`config.mk`:
```
export PLATFORM = sky130hd
export DESIGN_NAME = width_dispatch
export DESIGN_NICKNAME = d
export VERILOG_FILES = /design/src/rtl/width_dispatch.sv
export SDC_FILE = /design/constraint.sdc
export NUM_CORES = 1
export LEC_CHECK = 0
export BUFFER_PORTS_ARGS = -buffer_cell sky130_fd_sc_hd__buf_2
export CORE_AREA = 4 4 233 235
export CTS_CLUSTER_SIZE = 25
export DETAILED_ROUTE_END_ITERATION = 7
export DIE_AREA = 0 0 237 239
export SYNTH_ARGS = -nofsm -noshare
export SYNTH_HDL_FRONTEND = slang
export SYNTH_SLANG_ARGS = --single-unit
```
`constraint.sdc`:
```
create_clock -name clk -period 3.4 [get_ports clk]
set_input_delay 1.02 -clock clk [delete_from_list [all_inputs] [get_ports clk]]
set_output_delay 1.02 -clock clk [all_outputs]
set_load 0.02 [all_outputs]
```
`src/rtl/width_dispatch.sv`:
```
module width_dispatch #(
  parameter int NSLOT = 8,
  parameter int ADDR_W = 32,
  parameter logic [ADDR_W-1:0] RESET_ADDR = '0,
  localparam int WB = 4 * NSLOT,
  localparam int CW = $clog2(WB + 1)
) (
  input  logic                  clk,
  input  logic                  rst_n,
  input  logic                  flush,
  input  logic [ADDR_W-1:0]     redirect_addr,
  input  logic                  win_valid,
  input  logic [WB*8-1:0]       win_data,
  input  logic [CW-1:0]         win_avail,
  output logic [ADDR_W-1:0]     fetch_ptr,
  output logic [NSLOT*32-1:0]   slot_insn,
  output logic [NSLOT-1:0]      slot_valid,
  output logic [NSLOT-1:0]      slot_wide,
  output logic [CW-1:0]         consumed
);

  logic [NSLOT-1:0] w_tag, n_tag;

  for (genvar k = 0; k < NSLOT; k++) begin : g_tag
    assign w_tag[k] = &win_data[32*k +: 2];
    assign n_tag[k] = ~&win_data[16*k +: 2];
  end

  wire all_wide   = &w_tag && (win_avail >= CW'(WB));
  wire all_narrow = &n_tag && (win_avail >= CW'(WB/2));

  wire          wide0 = &win_data[1:0];
  wire [CW-1:0] len0  = wide0 ? CW'(4) : CW'(2);
  wire          wide1 = &win_data[8*int'(len0) +: 2];
  wire [CW-1:0] len1  = wide1 ? CW'(4) : CW'(2);
  wire [31:0]   raw1  = win_data[8*int'(len0) +: 32];
  wire          ok0   = len0 <= win_avail;
  wire          ok1   = ok0 && (len0 + len1 <= win_avail);

  logic [NSLOT*32-1:0] n_insn;
  logic [NSLOT-1:0]    n_valid, n_wide;
  logic [CW-1:0]       n_cons;

  always_comb begin
    n_insn  = '0;
    n_valid = '0;
    n_wide  = '0;
    n_cons  = '0;
    if (all_wide) begin
      n_insn  = win_data;
      n_valid = '1;
      n_wide  = '1;
      n_cons  = CW'(WB);
    end else if (all_narrow) begin
      for (int k = 0; k < NSLOT; k++)
        n_insn[32*k +: 32] = {16'h0, win_data[16*k +: 16]};
      n_valid = '1;
      n_cons  = CW'(WB/2);
    end else begin
      if (ok0) begin
        n_valid[0]    = 1'b1;
        n_wide[0]     = wide0;
        n_insn[31:0]  = wide0 ? win_data[31:0] : {16'h0, win_data[15:0]};
        n_cons        = len0;
      end
      if (ok1) begin
        n_valid[1]    = 1'b1;
        n_wide[1]     = wide1;
        n_insn[63:32] = wide1 ? raw1 : {16'h0, raw1[15:0]};
        n_cons        = len0 + len1;
      end
    end
  end

  always_ff @(posedge clk or negedge rst_n) begin
    if (!rst_n) begin
      fetch_ptr  <= RESET_ADDR;
      slot_insn  <= '0;
      slot_valid <= '0;
      slot_wide  <= '0;
      consumed   <= '0;
    end else if (flush) begin
      fetch_ptr  <= redirect_addr;
      slot_insn  <= '0;
      slot_valid <= '0;
      slot_wide  <= '0;
      consumed   <= '0;
    end else if (win_valid) begin
      fetch_ptr  <= fetch_ptr + ADDR_W'(n_cons);
      slot_insn  <= n_insn;
      slot_valid <= n_valid;
      slot_wide  <= n_wide;
      consumed   <= n_cons;
    end else begin
      slot_insn  <= '0;
      slot_valid <= '0;
      slot_wide  <= '0;
      consumed   <= '0;
    end
  end

endmodule


```
==> metrics.md <==
| Metric | Value |
|---|---|
| Total gr overflow | `0` |
| Max-slew violations | `0` |
| Ys flop type | `dfrtp_1` |
| Die area | `56600 um2` |
| RSZ-0062 raised after global routing | `yes` |
| Outcome | `finished, violations left` |
| Mean area per synthesized cell | `12.0 um2` |
| Worst rel slew slack | `0.398` |
| 1st-iter DRT viols | `just over 600` |
| Clock Sink Count | `298` |
| CTS tree | `yes` |
| Commonest non-fill, non-tap cell in the layout | `buf_2` |
| Global-route wire length before repair | `67.5 mm` |
| FP Rows | `84` |
| H-tree level count | `2` |
| Max-cap violations | `0` |
| Hold crit path type | `input pin to async pin` |
| Initial Util | `0.219` |
| Vias in the first global route | `around 11000` |
| Leakage | `0.00989 uW` |
| Synthesis Warnings | `0` |
| Die width | `237 um` |
| Clk_lat worst skew | `510 ps` |
| Most frequent cells in the layout | `604 x buf_2, 298 x dfrtp_1, 116 x and3_1` |
| Register area share after synthesis | `0.652` |
| Clock Skews | `5.72 ps` |
| #FFs+latches synth | `298` |
| Final cycle utilization of the critical path | `1.11` |
| Die height | `239 um` |
| First drt pass iteration count | `5` |
| DR vias | `10300` |
| Pre-CTS setup slack | `-1110 ps` |
| Final worst slack | `-387 ps` |
| P per Cell Area | `481 nW/um2` |
| Power Total | `8260 uW` |
| Fmax | `264 MHz` |
| GR Util All Layers | `0.155` |
| Max VDD drop | `0.279 mV` |
| Layout cells sized above 1 | `0.494` |
| Largest net degree at the start of global routing | `roughly 100` |
| Failing checks | `setup timing` |
| Synth unique cells | `57` |
| Post-synthesis mux area share | `0.00547` |
| Final critical-path required period | `3790 ps` |
| Simple-gate area share of the yosys netlist | `0.152` |
| Crit path max fanout | `4` |
| CP max stage cell | `fa_2` |
| Final #Nets | `1905` |
| Syn_nets | `approximately 1300` |
| Slew @ Worst Pin | `903 ps` |
| Deepest clock path buffer count | `3` |
| Worst EP required | `3790 ps` |
| Largest family of logic cells by synthesized area | `simple AND/OR/NAND/NOR gates` |
| Worst-path clk slew | `roughly 60 ps` |
| Hold_ws | `between 400 and 500 ps` |
| Post-synth ARST share | `1.00` |
| Crit-path leading delay family | `adder cells` |
| Worst-path cell chain | `buf_6, and2_4, o21ai_4, ha_2, inv_2, ha_4, and4b_2, nor3_4, nand2_1, nor3b_2, ha_2, fa_2, a21o_4, a31oi_4, nor4_4, xnor2_1, mux2_4` |
| Clk Tree Root Cell | `clkbuf_16` |
| Startpoint Class | `input pin` |
| # IOs | `608` |
| WL/cell | `20.2 um` |
| Critical path buffers and inverters | `2` |
| Fin. Hold Viols | `0` |
| Synth Area in Adders | `0.0149` |
| WP data arrival | `between 4000 and 5000 ps` |
| Largest stage delay, worst path | `between 300 and 400 ps` |
| Dpl hpwl | `35.8 mm` |
| Cts hold-fix bufs | `0` |
| Global placer's final weighted congestion | `0.922` |
| Final WL | `about 47 mm` |
| Port Buffers | `606` |
| Setup tns final | `-6430 ps` |
| Clock buffers created by TritonCTS | `34` |
| Number of routed nets with antenna violations | `0` |
| XOR/XNOR Fraction of Synth Area | `0.0153` |
| Final core utilization | `0.329` |
| Area of the core | `52200 um2` |
| Number of synthesized flops with an enable pin | `0` |
| Drc violations | `0` |
| Final setup fails | `28` |
| Synth Area in Compound Gates | `0.122` |
| Gate Count Post-Synth | `950` |
| Critical path capture point type | `flop` |
| Initial antenna violation count | `4` |
| Top cell by count, worst path | `ha_2` |
| Via density | `4.48` |
| Area delta synth->final | `50.1%` |
| Worst Setup Path Type | `input pin to flop` |
| Mapped Area | `11400 um2` |
flip-flops by register name (all words and copies together) (netlist names):
register,cells
fetch_ptr,32
slot_insn,256
consumed,4
slot_valid,3
slot_wide,3
Yosys cell counts, types with 4 or more instances:
master / count / share of area
a21o_1: 14 / 0.0092
a21oi_1: 42 / 0.018
a22o_1: 84 / 0.064
a22oi_1: 4 / 0.0026
and2_1: 17 / 0.0093
and3_1: 116 / 0.063
buf_2: 13 / 0.0057
buf_4: 13 / 0.0085
clkbuf_1: 50 / 0.016
dfrtp_1: 298 / 0.65
ha_1: 12 / 0.013
inv_1: 16 / 0.0053
mux2i_1: 4 / 0.0035
nand2_1: 106 / 0.035
nand3_1: 13 / 0.0057
nand4_1: 10 / 0.0055
nor2_1: 15 / 0.0049
nor2b_1: 4 / 0.0022
nor3_1: 7 / 0.0031
nor4_1: 8 / 0.0044
o2111ai_1: 4 / 0.0031
o21ai_0: 26 / 0.011
o31a_1: 4 / 0.0031
or3_1: 5 / 0.0027
xnor2_1: 9 / 0.0069
xor2_1: 11 / 0.0084
cell type report:
type                    count  area [um2]
diodes                      2        5.00
clock buffers              49         988
clock inverters             9        80.1
fillers                  5279       35100
inverters                  17        65.1
multi-input cells         558        3920
flip-flops and latches    298        7460
well taps                 688         861
repair buffers            685        3790
report_power, final:
group          total, uW  internal [uW]  switching [uW]
logic               1000            408             595
clock network       3560           2100            1460
registers           3700           3620            71.0
total               8260           6130            2130
logic make-up (layout without fill, tap and decap cells):
logic type               count (synthesis)  in the layout
XOR/XNOR                                20             20
buffers and inverters                   95            760
other                                    1              3
adder cells (fa/ha/maj)                 13             13
multiplexers                             6              6
AND/OR/NAND/NOR                        324            324
flip-flops                             298            298
AO/OA/AOI/OAI                          193            194
through the flow:
step / area [um2] / instances
4_1_cts: 17000 / 2301
3_5_place_dp: 15800 / 2235
6_report: 17200 / 2306
2_1_floorplan: 11600 / 950
3_3_place_gp: 15800 / 2235
5_1_grt: 17200 / 2305
layer usage:
metal  track usage  share of wire  vias to the layer above  wire [um]
li1              -              -                     4619          -
met1         0.203           0.42                     5150      19400
met2         0.252           0.48                      494      22500
met3        0.0388          0.076                       78       3530
met4        0.0476          0.027                        0       1250
met5             0              0                        -          0
what timing repair did:
item	CTS	global route
endpoints found under the hold margin	0	0
cloned	1	0
pin swaps	12	25
resized for setup	28	29
setup buffers	7	3
setup endpoints to repair	29	30
final timing paths:
kind                       depth (start not counted)  slack (ps)                      from                        end
min                                                1         490                     rst_n    slot_insn[22]$_DFF_PN0_
max reg2reg                                        5         960  fetch_ptr[6]$_DFFE_PN0N_  fetch_ptr[30]$_DFFE_PN0N_
min reg2reg                                        1         520  fetch_ptr[0]$_DFFE_PN0P_   fetch_ptr[0]$_DFFE_PN0P_
min in group clk                                   1         520  fetch_ptr[0]$_DFFE_PN0P_   fetch_ptr[0]$_DFFE_PN0P_
max in group asynchronous                          2        2130                     rst_n   slot_insn[217]$_DFF_PN0_
max                                               17        -390               win_data[1]  fetch_ptr[23]$_DFFE_PN0N_
Power figures use the tool's default switching activity.
